[config.mk]
export PLATFORM = sky130hd
export DESIGN_NAME = dram_refresh_sched
export DESIGN_NICKNAME = d
export VERILOG_FILES = /design/src/rtl/dram_rfs_pkg.sv /design/src/rtl/rfs_pacer.sv /design/src/rtl/rfs_row_ctr.sv /design/src/rtl/rfs_seq.sv /design/src/rtl/dram_refresh_sched.sv
export SDC_FILE = /design/constraint.sdc
export NUM_CORES = 1
export LEC_CHECK = 0
export ABC_AREA = 1
export ABC_CLOCK_PERIOD_IN_PS = 4500
export BUFFER_PORTS_ARGS = -buffer_cell sky130_fd_sc_hd__clkbuf_2
export CELL_PAD_IN_SITES_DETAIL_PLACEMENT = 1
export CELL_PAD_IN_SITES_GLOBAL_PLACEMENT = 2
export CORE_AREA = 3 3 102 104
export CTS_CLUSTER_SIZE = 24
export DETAILED_ROUTE_END_ITERATION = 16
export DIE_AREA = 0 0 105 107
export PLACE_DENSITY = 0.87
export REMOVE_ABC_BUFFERS = 1
export SETUP_SLACK_MARGIN = 0.05
export SYNTH_ARGS = -nofsm -noshare
export SYNTH_HDL_FRONTEND = slang
export SYNTH_SLANG_ARGS = --single-unit
[constraint.sdc]
create_clock -name clk -period 4.5 [get_ports clk]
set_clock_uncertainty 0.05 [all_clocks]
set_input_delay 0.225 -clock clk [delete_from_list [all_inputs] [get_ports clk]]
set_output_delay 0.225 -clock clk [all_outputs]
set_load 0.01 [all_outputs]
[src/rtl/dram_rfs_pkg.sv]
package dram_rfs_pkg;

  typedef enum logic [2:0] {
    ST_PAUSE,
    ST_INIT,
    ST_RUN,
    ST_SREF,
    ST_BURST
  } rfs_state_e;

  // Cycles between refresh slots: retention window spread over all rows.
  function automatic int rfs_interval(int retention, int rows);
    int q;
    q = retention / rows;
    if (q < 1) q = 1;
    return q;
  endfunction

  // Outstanding-slot update: add a due slot, remove a served one, clamp.
  function automatic int rfs_pend_next(int pend, bit due, bit served, int limit);
    int n;
    n = pend + (due ? 1 : 0) - (served ? 1 : 0);
    if (n > limit) n = limit;
    if (n < 0) n = 0;
    return n;
  endfunction

  // Row counter step with wrap.
  function automatic int rfs_row_next(int row, int rows);
    return (row >= rows - 1) ? 0 : row + 1;
  endfunction

endpackage

[src/rtl/rfs_pacer.sv]
module rfs_pacer
  import dram_rfs_pkg::*;
#(
  parameter int RETENTION_CYC = 3200000,
  parameter int ROWS          = 4096,
  parameter int MISS_LIMIT    = 4
) (
  input  logic clk,
  input  logic rst_n,
  input  logic run_en,
  input  logic take,
  output logic pend_nz,
  output logic miss_err
);

  localparam int IVL = rfs_interval(RETENTION_CYC, ROWS);
  localparam int IW  = $clog2(IVL + 1);
  localparam int DW  = $clog2(MISS_LIMIT + 1);

  logic [IW-1:0] tcnt;
  logic [DW-1:0] pend;
  logic          slot_due;
  logic          over_evt;

  assign slot_due = run_en && (tcnt == IW'(IVL - 1));
  assign over_evt = slot_due && !take && (pend == DW'(MISS_LIMIT));
  assign pend_nz  = (pend != '0);

  always_ff @(posedge clk) begin
    if (!rst_n) begin
      tcnt     <= '0;
      pend     <= '0;
      miss_err <= 1'b0;
    end else begin
      if (!run_en) begin
        tcnt <= '0;
        pend <= '0;
      end else begin
        tcnt <= slot_due ? '0 : tcnt + 1'b1;
        pend <= DW'(rfs_pend_next(int'(pend), slot_due, take, MISS_LIMIT));
      end
      if (over_evt) miss_err <= 1'b1;
    end
  end

  // the queue never holds more than the limit
  p_pend_cap_r9: assert property (@(posedge clk) disable iff (!rst_n)
    pend <= DW'(MISS_LIMIT));

  // the error flag is sticky
  p_err_sticky_r9: assert property (@(posedge clk) disable iff (!rst_n)
    miss_err |=> miss_err);

  // a due slot always leaves something outstanding
  p_slot_pending_r5: assert property (@(posedge clk) disable iff (!rst_n)
    slot_due |=> pend_nz);

endmodule

[src/rtl/rfs_row_ctr.sv]
module rfs_row_ctr
  import dram_rfs_pkg::*;
#(
  parameter int ROWS = 4096
) (
  input  logic                    clk,
  input  logic                    rst_n,
  input  logic                    step,
  output logic [$clog2(ROWS)-1:0] row
);

  localparam int RW = $clog2(ROWS);

  always_ff @(posedge clk) begin
    if (!rst_n) row <= '0;
    else if (step) row <= RW'(rfs_row_next(int'(row), ROWS));
  end

  // the row index stays inside the array
  p_row_range_r6: assert property (@(posedge clk) disable iff (!rst_n)
    int'(row) < ROWS);

endmodule

[src/rtl/rfs_seq.sv]
module rfs_seq
  import dram_rfs_pkg::*;
#(
  parameter int PAUSE_CYC = 10000,
  parameter int INIT_CYC  = 8,
  parameter int ROWS      = 4096
) (
  input  logic clk,
  input  logic rst_n,
  input  logic sref_active,
  input  logic accept,
  input  logic pend_nz,
  output logic seq_req,
  output logic run_en,
  output logic ready
);

  localparam int PW   = $clog2(PAUSE_CYC + 1);
  localparam int SMAX = (INIT_CYC > ROWS) ? INIT_CYC : ROWS;
  localparam int SW   = $clog2(SMAX + 1);

  rfs_state_e    state;
  logic [PW-1:0] pcnt;
  logic [SW-1:0] scnt;
  logic          pause_done;
  logic          init_done;
  logic          burst_done;

  assign pause_done = (state == ST_PAUSE) && (pcnt == PW'(PAUSE_CYC - 1));
  assign init_done  = (state == ST_INIT)  && accept && (scnt == SW'(INIT_CYC - 1));
  assign burst_done = (state == ST_BURST) && accept && (scnt == SW'(ROWS - 1));

  always_ff @(posedge clk) begin
    if (!rst_n) begin
      state <= ST_PAUSE;
      pcnt  <= '0;
      scnt  <= '0;
    end else begin
      unique case (state)
        ST_PAUSE: begin
          if (pause_done) begin
            state <= ST_INIT;
            scnt  <= '0;
          end else begin
            pcnt <= pcnt + 1'b1;
          end
        end
        ST_INIT: begin
          if (init_done) state <= ST_RUN;
          else if (accept) scnt <= scnt + 1'b1;
        end
        ST_RUN: begin
          if (sref_active) state <= ST_SREF;
        end
        ST_SREF: begin
          if (!sref_active) begin
            state <= ST_BURST;
            scnt  <= '0;
          end
        end
        ST_BURST: begin
          if (burst_done) state <= ST_RUN;
          else if (accept) scnt <= scnt + 1'b1;
        end
        default: state <= ST_PAUSE;
      endcase
    end
  end

  assign run_en  = (state == ST_RUN);
  assign ready   = run_en;
  assign seq_req = (state == ST_INIT) || (state == ST_BURST) || (run_en && pend_nz);

  // traffic is released only by a taken grant
  p_ready_by_grant_r3: assert property (@(posedge clk) disable iff (!rst_n)
    $rose(ready) |-> $past(accept));

  // self-refresh while ready silences the block on the next edge
  p_sref_quiet_r10: assert property (@(posedge clk) disable iff (!rst_n)
    ready && sref_active |=> !ready && !seq_req);

endmodule

[src/rtl/dram_refresh_sched.sv]
module dram_refresh_sched
  import dram_rfs_pkg::*;
#(
  parameter int PAUSE_CYC     = 10000,
  parameter int INIT_CYC      = 8,
  parameter int ROWS          = 4096,
  parameter int RETENTION_CYC = 3200000,
  parameter int MISS_LIMIT    = 4
) (
  input  logic                    clk,
  input  logic                    rst_n,
  input  logic                    cfg_ras_only,
  input  logic                    sref_active,
  input  logic                    ref_grant,
  output logic                    ref_req,
  output logic                    ref_kind,
  output logic [$clog2(ROWS)-1:0] ref_row,
  output logic                    ready,
  output logic                    miss_err
);

  logic grant_ok;
  logic run_en;
  logic pend_nz;
  logic row_step;
  logic run_take;

  assign grant_ok = ref_grant && ref_req;
  assign run_take = grant_ok && run_en;
  assign row_step = grant_ok && cfg_ras_only;
  assign ref_kind = cfg_ras_only;

  rfs_seq #(
    .PAUSE_CYC(PAUSE_CYC),
    .INIT_CYC (INIT_CYC),
    .ROWS     (ROWS)
  ) u_seq (
    .clk        (clk),
    .rst_n      (rst_n),
    .sref_active(sref_active),
    .accept     (grant_ok),
    .pend_nz    (pend_nz),
    .seq_req    (ref_req),
    .run_en     (run_en),
    .ready      (ready)
  );

  rfs_pacer #(
    .RETENTION_CYC(RETENTION_CYC),
    .ROWS         (ROWS),
    .MISS_LIMIT   (MISS_LIMIT)
  ) u_pacer (
    .clk     (clk),
    .rst_n   (rst_n),
    .run_en  (run_en),
    .take    (run_take),
    .pend_nz (pend_nz),
    .miss_err(miss_err)
  );

  rfs_row_ctr #(
    .ROWS(ROWS)
  ) u_row (
    .clk  (clk),
    .rst_n(rst_n),
    .step (row_step),
    .row  (ref_row)
  );

  // a request is withdrawn only by a grant (or self-refresh entry)
  p_hold_req_r4: assert property (@(posedge clk) disable iff (!rst_n)
    ref_req && !ref_grant && !sref_active |=> ref_req);

  // the row only moves on a taken address-driven grant
  p_row_stable_r6: assert property (@(posedge clk) disable iff (!rst_n)
    !(ref_grant && ref_req && ref_kind) |=> $stable(ref_row));

endmodule

[Word-level counts from Yosys, hierarchy flattened]
Index checks and enable logic that the tools add are counted.
Word-level totals
  input port bits: 5
  word-level logic and storage cells: 76
  flip-flop bits (word level): 56
Operators by class
  multiplexer cells: 18
  equality and inequality tests: 16
  add/subtract/negate cells: 6
  reductions and logical operators: 23
  bitwise operators: 3
  magnitude comparators: 3
Operators with widths (number)
  $mux 32: 3
  $mux 13: 5
  $pmux 13 s4: 1
  $add 4x32->32: 1
  $gt 32x4->1 const B: 1
  $lt 32x1->1 const B: 1
  $sub 32x32->32: 1
  $mux 3: 5
  $pmux 3 s5: 1
  $add 14x1->14 const B: 1
  $eq 14x14->1 const B: 1
  $add 13x1->13 const B: 1
  $eq 13x12->1 const B: 1
  $eq 13x3->1 const B: 1
  $add 12x1->12 const B: 1
  $ge 12x12->1 const B: 1
  $logic_and 1x1->1: 12
  $mux 12: 1
  $add 10x1->10 const B: 1
  $eq 10x10->1 const B: 1
  $reduce_and 5->1: 2
  $ne 2x2->1 const B: 4
  $eq 3x2->1 const B: 2
  $eq 3x3->1 const B: 2
  other kinds (11): 18

[Logic depth before layout (Yosys ltp)]
Gate-level depths: netlist (run 1).
  depth after elaboration: 13
  depth in mapped cells: 21

[By module]
A second synthesis (run 1) with hierarchy kept.
Second synthesis, totals
  cells, all modules: 535
  area, all modules: 3502.1 sq um
Modules (own cells, without submodules)
  rfs_seq: instances 1, seq. area each 600.6 sq um, cells an instance 316, area each 1960.6 sq um
  rfs_pacer: instances 1, seq. area each 280.3 sq um, cells an instance 122, area each 864.6 sq um
  rfs_row_ctr: instances 1, seq. area each 240.2 sq um, cells an instance 90, area each 646.9 sq um
  dram_refresh_sched: instances 1, seq. area each 0.0 sq um, cells an instance 7, area each 30.0 sq um

[Least setup slack after synthesis (run 1)]
No wires, ideal clock.
  path kind: reg2reg
  start point: reg u_seq.state[2]
  end point: reg u_pacer.pend[2]
  setup slack: 1.962 ns
  period minus slack after synthesis: 2.538 ns
  arrival time: 2.371 ns
  stages on the path, launching flop included: 20
  buffers on the path: 0
  cells stage by stage: dfxtp_1 > nor2_2 > nand2_2 > inv_2 > nand2_1 > a21oi_4 > nand2_1 > inv_1 > ha_1 > inv_1 > ha_1 > a21oi_1 > nor2_1 > nor2_1 > ha_1 > nand2_1 > a21oi_1 > nand2_1 > o211ai_1 > inv_1
On the way
  cells in the longest elaborated chain, start to end: 13
  elaborated cells between the ends (all ways): 20
RTL lines
  start, declared: RTL line rfs_seq.sv:22  | rfs_state_e state;
  start signal, assigned: RTL line rfs_seq.sv:35  | state <= ST_PAUSE;
  start signal, assigned: RTL line rfs_seq.sv:42  | state <= ST_INIT;
  start signal, assigned: RTL line rfs_seq.sv:49  | if (init_done) state <= ST_RUN;
  $eq 3x2->1 *: RTL line rfs_seq.sv:70  | assign run_en = (state == ST_RUN);
  net ready: RTL line dram_refresh_sched.sv:18  | output logic ready,
  parallel branches: the longest is 12 deep, another holds $add 4x32->32
  end signal, assigned: RTL line rfs_pacer.sv:40  | pend <= DW'(rfs_pend_next(int'(pend), slot_due, take, MISS_LIMIT));
  end, declared: RTL line rfs_pacer.sv:21  | logic [DW-1:0] pend;
Mark *: on every way through the listed nets, which the timed path passes. The select of a mux whose other input is x is not followed.
A chain may end at the register's enable or synchronous reset.

[Final worst setup path (run 1)]
  start point: reg u_seq.state[0]
  end point: reg u_pacer.pend[1]
On the way
  cells in the longest elaborated chain, start to end: 13
  elaborated cells between the ends (all ways): 20
RTL lines
  parallel branches: the longest is 13 deep, another holds $add 4x32->32
Several ways; the timed one is not identified. The select of a mux whose other input is x is not followed.

==> flow_metrics.env, run 1 <==
export IMPL_overflow=0
export IMPL_first_global_vias=3449
export IMPL_critPathLaunchType="flip-flop"
export IMPL_place_hpwl_mm=6.90
export IMPL_yosysMostFrequentCell="nand2_1"
export IMPL_antenna_found_initial=0
export IMPL_rrSetupSlack_ns=1.38
export IMPL_period_minus_slack_ns=3.12
export IMPL_rsz0062_at_grt="false"
export IMPL_synth_area_per_cell_um2=6.65
export IMPL_wirelength_mm=9.16
export IMPL_htree_levels=2
export IMPL_yosys_area_top_type_share_pct=31.7
export IMPL_std_cell_rows=36
export IMPL_cts_setup_buffers=0
export IMPL_cp_required_ns=4.69
export IMPL_tightestPinTransition_ns=0.568
export IMPL_final_nets=564
export IMPL_avgViaCountPerCell=4.94
export IMPL_drv_cap=0
export IMPL_synthTopCellsByCount="nand2_1 (135), nor2_1 (77), dfxtp_1 (56), inv_1 (50), a21oi_1 (44)"
export IMPL_irDropWorstVdd_v=0.000113
export IMPL_vias=3360
export IMPL_power_density_mw_per_mm2=216
export IMPL_synth_seq_cells=56
export IMPL_crit_fanout=14
export IMPL_start_util_pct=36.7
export IMPL_syn_to_final_growth_pct=7.57
export IMPL_ctsResizeCount=0
export IMPL_critPathCaptureType="flip-flop"
export IMPL_hold_viol=0
export IMPL_clock_latency_ns=0.31
export IMPL_io_pins=21
export IMPL_holdBufCountCts=0
export IMPL_wl_per_cell_um=13.5
export IMPL_cts_buffer_depth=2
export IMPL_crit_chain="nor2_1, nand2_2, nand2_4, inv_2, a21oi_4, nand2_1, inv_1, ha_1, inv_1, ha_1, a21oi_1, nor2_1, nor2_1, ha_1, nand2_1, a21oi_1, nand2_1, a21oi_1, nand2_1, nor2_1"
export IMPL_combPwrFrac_pct=2.4
export IMPL_ys_seq_area_share_pct=31.7
export IMPL_ys_types=41
export IMPL_synthTopCellsByArea="dfxtp_1 (32%), nand2_1 (14%), nor2_1 (8.2%), a21oi_1 (6.2%), nand3_1 (5.9%)"
export IMPL_drtIter0Drc=86
export IMPL_p_leak_nw=1.36
export IMPL_dieWidth_um=105
export IMPL_cpPeakStageDelay_ns=0.39
export IMPL_p_seq_share_pct=61.0
export IMPL_p_sw_uw=191
export IMPL_critical_path_class="flip-flop to flip-flop"
export IMPL_fillers=1306
export IMPL_finalCoreUtilization_pct=39.5
export IMPL_finalSetupViolCount=0
export IMPL_fin_tns_setup_ns=0
export IMPL_p_clk_share_pct=36.6
export IMPL_r2r_start="u_seq.state[0]$_SDFFE_PN0P_"
export IMPL_status="complete, no violations"
export IMPL_synth_enable_flop_cells=0
export IMPL_switching_share_pct=23.3
export IMPL_drtPass1Iterations=4
export IMPL_drv_slew=0
export IMPL_relSlewSlack_pct=61.9
export IMPL_fmax_mhz=320
export IMPL_root_buffer="clkbuf_8"
export IMPL_die_area_mm2=0.0112
export IMPL_clock_sinks=56
export IMPL_gp_congestion=0.839
export IMPL_synth_async_reset_ratio_pct=0
export IMPL_tritoncts="done"
export IMPL_grt_max_degree=32
export IMPL_synth_top_area_cell="dfxtp_1"
export IMPL_crit_start="u_seq.state[0]$_SDFFE_PN0P_"
export IMPL_synth_top_flop_cell="dfxtp_1"
export IMPL_die_h_um=107
export IMPL_clk_pin_slew_ns=0.10
export IMPL_slowest_stage="dfxtp_1"
export IMPL_ys_warnings_count=0
export IMPL_syn_area_mm2=0.00354
export IMPL_hp_class="input port to flip-flop"
export IMPL_synthCells=532
export IMPL_total_power_uw=820
export IMPL_fp_coreArea_mm2=0.00964
export IMPL_track_usage_pct=17.0
export IMPL_fin_crit_sh_pct=69.4
export IMPL_antenna_left=0
export IMPL_drc=0
export IMPL_critical_path_arrival_ns=3.32
export IMPL_io_buffers=20
export IMPL_cts_made_buffers=5
export IMPL_drive_gt1_share_pct=11.7
export IMPL_grt_pass1_wl_mm=15.9
export IMPL_hold_path_startpoint="rst_n"
export IMPL_diodes=0
export IMPL_internal_power_uw=629
## sequential cells by signal, summed over array words and instances, names as in the netlist
| register | cells |
|---|---|
| u_seq.scnt | 13 |
| u_seq.pcnt | 14 |
| u_row.row | 12 |
| u_pacer.miss_err | 1 |
| u_pacer.tcnt | 10 |
| u_seq.state | 3 |
| u_pacer.pend | 3 |
## critical path, delay by kind of cell, from the launching register on
| family | cells | cell delay (ns) |
|---|---|---|
| AND/OR/NAND/NOR | 10 | 1.10 |
| adder cells (fa/ha/maj) | 3 | 0.74 |
| AO/OA/AOI/OAI | 4 | 0.51 |
| flip-flops | 1 | 0.39 |
| buffers and inverters | 3 | 0.26 |
## metal layers
metal  part of all wire [%]  global-route usage, %  vias up
li1                       -                      -     1733
met1                     47                   20.5     1590
met2                     50                   31.6       30
met3                    2.2                   2.47        7
met4                    1.0                   3.84        0
met5                      0                      0        -
## layout make-up
type                    instances  area (µm²)  share of cell area (%)
multi-input cells             406        2100                    55.3
well taps                     133         166                    4.38
inverters                      56         210                    5.53
repair buffers                 21         108                    2.83
clock inverters                 1        7.51                   0.197
clock buffers                   7        86.3                    2.27
flip-flops and latches         56        1120                    29.5
## cell families (layout without fill, tap and decap cells)
logic type	count (synthesis)	count (layout)	share of synthesized area (%)
compound gates	65	65	10.3
xor+xnor	16	16	3.96
fa+ha+maj	13	13	4.81
buf+inv	70	85	8.78
flops	56	56	31.7
simple gates	312	312	40.4
## power by group through the flow
stage / clock network, mW / logic, mW / registers, mW
2_1_floorplan: 0 / 0.0102 / 0.511
3_3_place_gp: 0 / 0.0198 / 0.511
4_1_cts: 0.314 / 0.0205 / 0.500
6_report: 0.300 / 0.0199 / 0.500
5_1_grt: 0.333 / 0.0223 / 0.501
3_5_place_dp: 0 / 0.0203 / 0.511
## worst paths after layout
check                                       end  depth (start not counted)
setup / recovery     u_pacer.pend[1]$_SDFF_PP0_                         20
hold / removal       u_seq.pcnt[6]$_SDFFE_PN0P_                          3
setup reg to reg     u_pacer.pend[1]$_SDFF_PP0_                         20
hold reg to reg   u_pacer.miss_err$_SDFFE_PN0P_                          2
## placed cells by master, fill, tap and decap left out, types with 2 or more instances in the layout
| cell type | count |
|---|---|
| nand2_1 | 135 |
| nor2_1 | 77 |
| dfxtp_1 | 56 |
| inv_1 | 50 |
| a21oi_1 | 44 |
| nand3_1 | 42 |
| clkbuf_2 | 20 |
| ha_1 | 12 |
| nand4_1 | 10 |
| nor3_1 | 10 |
| xor2_1 | 9 |
| o21ai_0 | 8 |
| xnor2_1 | 7 |
| nand2_2 | 6 |
| clkbuf_8 | 6 |
| nor2_2 | 5 |
| inv_2 | 5 |
| o21bai_1 | 5 |
| or2_2 | 4 |
| nand3_2 | 4 |
| nand2_4 | 3 |
| nor2_4 | 3 |
| or2_0 | 3 |
| o21ai_1 | 2 |
| nor3b_1 | 2 |
| nand3b_1 | 2 |
| a31oi_1 | 2 |
## stage by stage
| step | cells | area [µm²] | setup WS, ns | hold WS (ns) |
|---|---|---|---|---|
| finish | 680 | 3800 | 1.38 | 0.256 |
| global route | 680 | 3800 | 1.08 | 0.280 |
| CTS | 680 | 3800 | 1.38 | 0.262 |
| detailed placement | 672 | 3710 | 1.41 | 0.392 |
| global placement | 672 | 3710 | 1.73 | 0.386 |
| floorplan | 518 | 3440 | 1.94 | 0.295 |
Power figures use the tool's default switching activity.
==> run 2, diff against run 1 <==
ABC_AREA = 0   (was 1)
ABC_CLOCK_PERIOD_IN_PS = 3200   (was 4500)
CORE_AREA = 3 3 94 96   (was 3 3 102 104)
DIE_AREA = 0 0 97 99   (was 0 0 105 107)
PLACE_DENSITY = 0.81   (was 0.87)
clock period = 3.2 ns   (was 4.5 ns; I/O delays follow)
==> run 2 against run 1 <==
  * Via count shrank 24%
  * First-iteration DRC count shrank 35%
  * Flip-flop and latch count is the same
  * Final area shrank 12%
  * Die area shrank 15%
  * Final cell count shrank 30%
  * Synthesized cell count shrank 35%
  * Global-route usage shrank 2.2 points
  * Non-clock buffer count grew 8
==> flow_metrics.env, run 2 <==
export IMPL_tritoncts="done"
export IMPL_yosysMostFrequentCell="dfxtp_1"
export IMPL_rsz0062_at_grt="false"
export IMPL_antenna_left=0
export IMPL_synth_top_area_cell="dfxtp_1"
export IMPL_top_regs="u_seq.pcnt x14, u_seq.scnt x13, u_row.row x12"
export IMPL_routed_wl_met2_mm=3.30
export IMPL_synth_seq_cells=56
export IMPL_grt_max_degree=28
export IMPL_drtPass1Iterations=4
export IMPL_hp_class="input port to flip-flop"
export IMPL_fin_crit_sh_pct=90.4
export IMPL_wl_met1_mm=3.22
export IMPL_grt_pass1_wl_mm=11.9
export IMPL_fillers=970
export IMPL_drv_cap=0
export IMPL_cts_buffer_depth=2
export IMPL_multi_input_area_mm2=0.00174
export IMPL_synth_async_reset_ratio_pct=0
export IMPL_clk_pin_slew_ns=0.09
export IMPL_synthCells=345
export IMPL_yosys_area_top_type_share_pct=37.5
export IMPL_power_density_mw_per_mm2=372
export IMPL_holdBufCountCts=0
export IMPL_p_sw_uw=261
export IMPL_wirelength_mm=6.77
export IMPL_syn_to_final_growth_pct=12.4
export IMPL_ys_warnings_count=0
export IMPL_critical_path_class="flip-flop to flip-flop"
export IMPL_synth_top_flop_cell="dfxtp_1"
export IMPL_crit_fanout=5
export IMPL_clock_latency_ns=0.31
export IMPL_largest_reg_flops=14
export IMPL_finalSetupViolCount=0
export IMPL_ys_types=50
export IMPL_start_util_pct=36.7
export IMPL_period_minus_slack_ns=2.89
export IMPL_track_usage_pct=14.7
export IMPL_root_buffer="clkbuf_8"
export IMPL_dieWidth_um=97
export IMPL_overflow=0
export IMPL_io_pins=21
export IMPL_tightestPinTransition_ns=1.11
export IMPL_drv_slew=0
export IMPL_synth_area_per_cell_um2=8.66
export IMPL_antenna_found_initial=0
export IMPL_clock_sinks=56
export IMPL_die_area_mm2=0.00960
export IMPL_critPathLaunchType="flip-flop"
export IMPL_drc=0
export IMPL_largest_register="u_seq.pcnt"
export IMPL_p_clk_share_pct=41.3
export IMPL_post_place_cells=465
export IMPL_status="complete, no violations"
export IMPL_layout_commonest_cell="dfxtp_1"
export IMPL_diodes=0
export IMPL_final_nets=385
export IMPL_register_area_mm2=0.00112
export IMPL_syn_area_mm2=0.00299
export IMPL_fmax_mhz=346
export IMPL_io_buffers=20
export IMPL_fp_coreArea_mm2=0.00813
export IMPL_final_cell_mix="dfxtp_1 (56), nor2_1 (26), nand2_1 (21), inv_1 (20), clkbuf_2 (20)"
export IMPL_die_h_um=99
export IMPL_p_leak_nw=1.25
export IMPL_finalNonFillerCells=473
export IMPL_first_global_vias=2584
export IMPL_gp_congestion=0.752
export IMPL_critPathCaptureType="flip-flop"
export IMPL_ys_seq_area_share_pct=37.5
export IMPL_top_layer="met4"
export IMPL_combPwrFrac_pct=2.4
export IMPL_critical_path_arrival_ns=3.08
export IMPL_std_cell_rows=33
export IMPL_cts_setup_buffers=0
export IMPL_switching_share_pct=20.9
export IMPL_relSlewSlack_pct=25.8
export IMPL_cp_required_ns=3.39
export IMPL_vias=2540
export IMPL_drive_gt1_share_pct=13.6
export IMPL_wl_met3_um=158
export IMPL_place_hpwl_mm=4.76
export IMPL_irDropWorstVdd_v=0.000170
export IMPL_fin_tns_setup_ns=0
export IMPL_wl_per_cell_um=14.3
export IMPL_synthTopCellsByArea="dfxtp_1 (38%), ha_1 (5.0%), xor2_1 (5.0%), xnor2_1 (3.8%), nor2_1 (3.3%)"
export IMPL_hold_viol=0
export IMPL_avgViaCountPerCell=5.37
export IMPL_drtIter0Drc=56
export IMPL_internal_power_uw=988
export IMPL_p_seq_share_pct=56.3
export IMPL_synthTopCellsByCount="dfxtp_1 (56), nor2_1 (26), nand2_1 (21), inv_1 (20), nand3_1 (19)"
export IMPL_cts_made_buffers=5
export IMPL_htree_levels=2
export IMPL_synth_enable_flop_cells=0
==> run 2: changes by cell type after synthesis, sizes merged, moves of 8 or more <==
cell / before / now
nand2: 144 / 21
nor2: 85 / 26
inv: 55 / 20
a21oi: 46 / 16
nand3: 47 / 19
and2: 0 / 15
or4: 0 / 13
o31ai: 0 / 12
xor2: 9 / 17
==> run 2: worst paths after layout <==
check / startpoint / to / slack, ns / cells after the start
worst max-delay path: u_pacer.pend[1]$_SDFF_PP0_ / u_pacer.pend[1]$_SDFF_PP0_ / 0.31 / 12
worst min-delay path: sref_active / u_seq.state[0]$_SDFFE_PN0P_ / 0.23 / 4
worst max register to register: u_pacer.pend[1]$_SDFF_PP0_ / u_pacer.pend[1]$_SDFF_PP0_ / 0.31 / 12
worst min register to register: u_pacer.tcnt[0]$_SDFF_PP0_ / u_pacer.tcnt[0]$_SDFF_PP0_ / 0.46 / 1
==> run 2: logic make-up after synthesis <==
group / count (synthesis) / share of synthesized area [%]
AO/OA/AOI/OAI: 47 / 11.0
adder cells (fa/ha/maj): 13 / 5.70
XOR/XNOR: 30 / 8.80
AND/OR/NAND/NOR: 165 / 32.2
flip-flops: 56 / 37.5
buffers and inverters: 34 / 4.73
==> run 2: area by class of cell <==
cell class,count,area share (%)
clock buffers,7,2.87
clock inverters,1,0.894
inverters,20,2.24
multi-input cells,255,51.7
flip-flops and latches,56,33.4
well taps,105,3.91
repair buffers,29,4.99
==> run 2: power groups by stage <==
stage,registers [mW],logic (mW),clock network [mW]
after floorplan,0.718,0.0145,0
after global placement,0.719,0.0306,0
after detailed placement,0.719,0.0313,0
after CTS,0.703,0.0315,0.538
after global routing,0.704,0.0349,0.567
final,0.703,0.0303,0.515
==> run 2: repair_timing <==
item                                    4_1_cts  5_1_grt
cloned                                        0        0
endpoints found under the setup margin        2        3
gates resized for setup                       1        2
==> run 2: worst max-delay path, stage by stage, from the launching register on <==
cell,delay (ns)
dfxtp_1,0.37
or3_1,0.38
nand3_1,0.12
inv_1,0.05
ha_1,0.26
inv_1,0.06
ha_1,0.16
inv_1,0.06
fa_1,0.37
nor3_1,0.20
a31oi_1,0.08
a2111oi_2,0.44
nor3b_1,0.21
==> run 2: metal layers <==
| layer | up-vias | global-route usage [%] |
|---|---|---|
| met4 | 0 | 4.97 |
| met1 | 1234 | 18.9 |
| met2 | 31 | 25.2 |
| met5 | - | 0 |
| li1 | 1268 | - |
| met3 | 7 | 2.41 |
==> run 2: through the flow <==
step           hold slack (ns)  instance area [µm²]  setup slack [ns]  utilization, %  power, mW
2_1_floorplan            0.228                 2920             0.173               -      0.733
3_3_place_gp             0.432                 3220             0.220            39.6      0.749
3_5_place_dp             0.441                 3220            0.0580            39.6      0.750
4_1_cts                  0.223                 3350             0.157            41.1       1.27
5_1_grt                  0.248                 3360            0.0307            41.3       1.31
6_report                 0.229                 3360             0.308            41.3       1.25
==> run 3, diff against run 2 <==
CORE_AREA = 3 3 90 101   (was 3 3 94 96)
DIE_AREA = 0 0 93 104   (was 0 0 97 99)
PLACE_DENSITY = 0.8   (was 0.81)
==> run 3 against run 2 <==
  * Utilization shrank 0.77 points
  * Maximum frequency grew 1.9%
  * Wire length shrank 3.9%
  * Clock power shrank 19%
  * Combinational power is essentially flat
  * Register-to-register slack gained 0.05 ns
  * Critical path type unchanged
==> flow_metrics.env, run 3 (synthesis results as in run 2) <==
export IMPL_relSlewSlack_pct=25.9
export IMPL_vias=2485
export IMPL_track_usage_pct=14.3
export IMPL_diodes=0
export IMPL_period_minus_slack_ns=2.84
export IMPL_finalCoreUtilization_pct=40.5
export IMPL_start_util_pct=36.3
export IMPL_switching_share_pct=22.9
export IMPL_wirelength_mm=6.51
export IMPL_critPathCaptureType="flip-flop"
export IMPL_fin_crit_sh_pct=88.7
export IMPL_drtIter0Drc=68
export IMPL_largest_reg_flops=14
export IMPL_power_density_mw_per_mm2=345
export IMPL_final_nets=385
export IMPL_rsz0062_at_grt="false"
export IMPL_crit_fanout=5
export IMPL_largest_register="u_seq.pcnt"
export IMPL_hold_path_startpoint="sref_active"
export IMPL_cts_buffer_depth=2
export IMPL_crit_start="u_pacer.pend[1]$_SDFF_PP0_"
export IMPL_avgViaCountPerCell=5.19
export IMPL_status="complete, no violations"
export IMPL_std_cell_rows=35
export IMPL_p_clk_share_pct=36.3
export IMPL_r2r_start="u_pacer.pend[1]$_SDFF_PP0_"
export IMPL_combPwrFrac_pct=2.6
export IMPL_fp_coreArea_mm2=0.00823
export IMPL_overflow=0
export IMPL_root_buffer="clkbuf_8"
export IMPL_final_cell_mix="dfxtp_1 (56), nor2_1 (26), nand2_1 (21), inv_1 (20), clkbuf_2 (20)"
export IMPL_clock_sinks=56
export IMPL_clk_pin_slew_ns=0.10
export IMPL_hold_viol=0
export IMPL_critical_path_arrival_ns=3.02
export IMPL_die_h_um=104
export IMPL_io_pins=21
export IMPL_place_hpwl_mm=4.75
export IMPL_cp_required_ns=3.39
export IMPL_fillers=1042
export IMPL_antenna_found_initial=0
export IMPL_grt_pass1_wl_mm=11.7
export IMPL_cts_made_buffers=5
export IMPL_io_buffers=20
export IMPL_antenna_left=0
export IMPL_gp_congestion=0.760
export IMPL_drive_gt1_share_pct=13.9
export IMPL_ctsResizeCount=0
export IMPL_p_seq_share_pct=61.1
export IMPL_critical_path_class="flip-flop to flip-flop"
export IMPL_drc=0
export IMPL_clock_latency_ns=0.31
export IMPL_p_leak_nw=1.23
export IMPL_htree_levels=2
export IMPL_die_area_mm2=0.00967
export IMPL_drv_cap=0
export IMPL_irDropWorstVdd_v=0.000180
export IMPL_fmax_mhz=352
export IMPL_p_sw_uw=263
export IMPL_critPathLaunchType="flip-flop"
export IMPL_hp_class="input port to flip-flop"
export IMPL_finalSetupViolCount=0
export IMPL_tightestPinTransition_ns=1.11
export IMPL_first_global_vias=2535
export IMPL_tritoncts="done"
export IMPL_fin_tns_setup_ns=0
export IMPL_holdBufCountCts=0
export IMPL_drv_slew=0
export IMPL_drtPass1Iterations=4
export IMPL_cts_setup_buffers=0
export IMPL_wl_per_cell_um=13.6
export IMPL_top_regs="u_seq.pcnt x14, u_seq.scnt x13, u_row.row x12"
export IMPL_internal_power_uw=887
export IMPL_dieWidth_um=93
export IMPL_syn_to_final_growth_pct=11.7
export IMPL_grt_max_degree=28
export IMPL_layout_commonest_cell="dfxtp_1"
run 3: critical path, stage by stage, from the launching register on:
cell	delay [ns]
dfxtp_1	0.38
or3_1	0.40
nand3_1	0.12
inv_1	0.05
ha_1	0.26
inv_1	0.06
ha_1	0.16
inv_1	0.05
fa_1	0.38
nor3_1	0.20
a31oi_1	0.08
a2111oi_2	0.36
nor3b_1	0.21
run 3: worst paths after layout:
path,endpoint,slack (ns),cells after the start
worst max-delay path,u_pacer.pend[1]$_SDFF_PP0_,0.36,12
worst min register to register,u_pacer.tcnt[0]$_SDFF_PP0_,0.46,1
worst min-delay path,u_seq.state[0]$_SDFFE_PN0P_,0.23,4
worst max register to register,u_pacer.pend[1]$_SDFF_PP0_,0.36,12
run 3: power by group through the flow:
stage	sequential [mW]	combinational (mW)	clock [mW]
after floorplan	0.718	0.0145	0
after global placement	0.719	0.0305	0
after detailed placement	0.719	0.0311	0
after CTS	0.703	0.0311	0.438
after global routing	0.703	0.0353	0.461
final	0.702	0.0300	0.418
run 3: metal layers:
layer	global-route usage (%)	vias up	wire [µm]
met5	0	-	0
met4	3.46	0	64
met3	2.60	6	123
met2	25.0	13	3200
met1	18.1	1196	3110
li1	-	1270	-
run 3: metrics by stage:
stage / power, mW / area [µm²] / instances / hold WS (ns) / setup slack, ns
after CTS: 1.17 / 3330 / 479 / 0.233 / 0.0905
after floorplan: 0.733 / 2920 / 331 / 0.228 / 0.173
after global placement: 0.749 / 3230 / 471 / 0.436 / 0.223
after detailed placement: 0.750 / 3230 / 471 / 0.442 / 0.106
final: 1.15 / 3340 / 479 / 0.231 / 0.362
after global routing: 1.20 / 3340 / 479 / 0.249 / 0.0634
run 3: cell type report:
cell class              instances  area (µm²)  share of cell area (%)
clock buffers                   6        82.6                    2.48
clock inverters                 2        15.0                   0.450
inverters                      20        75.1                    2.25
multi-input cells             255        1740                    52.0
flip-flops and latches         56        1120                    33.6
well taps                     111         139                    4.16
repair buffers                 29         168                    5.03
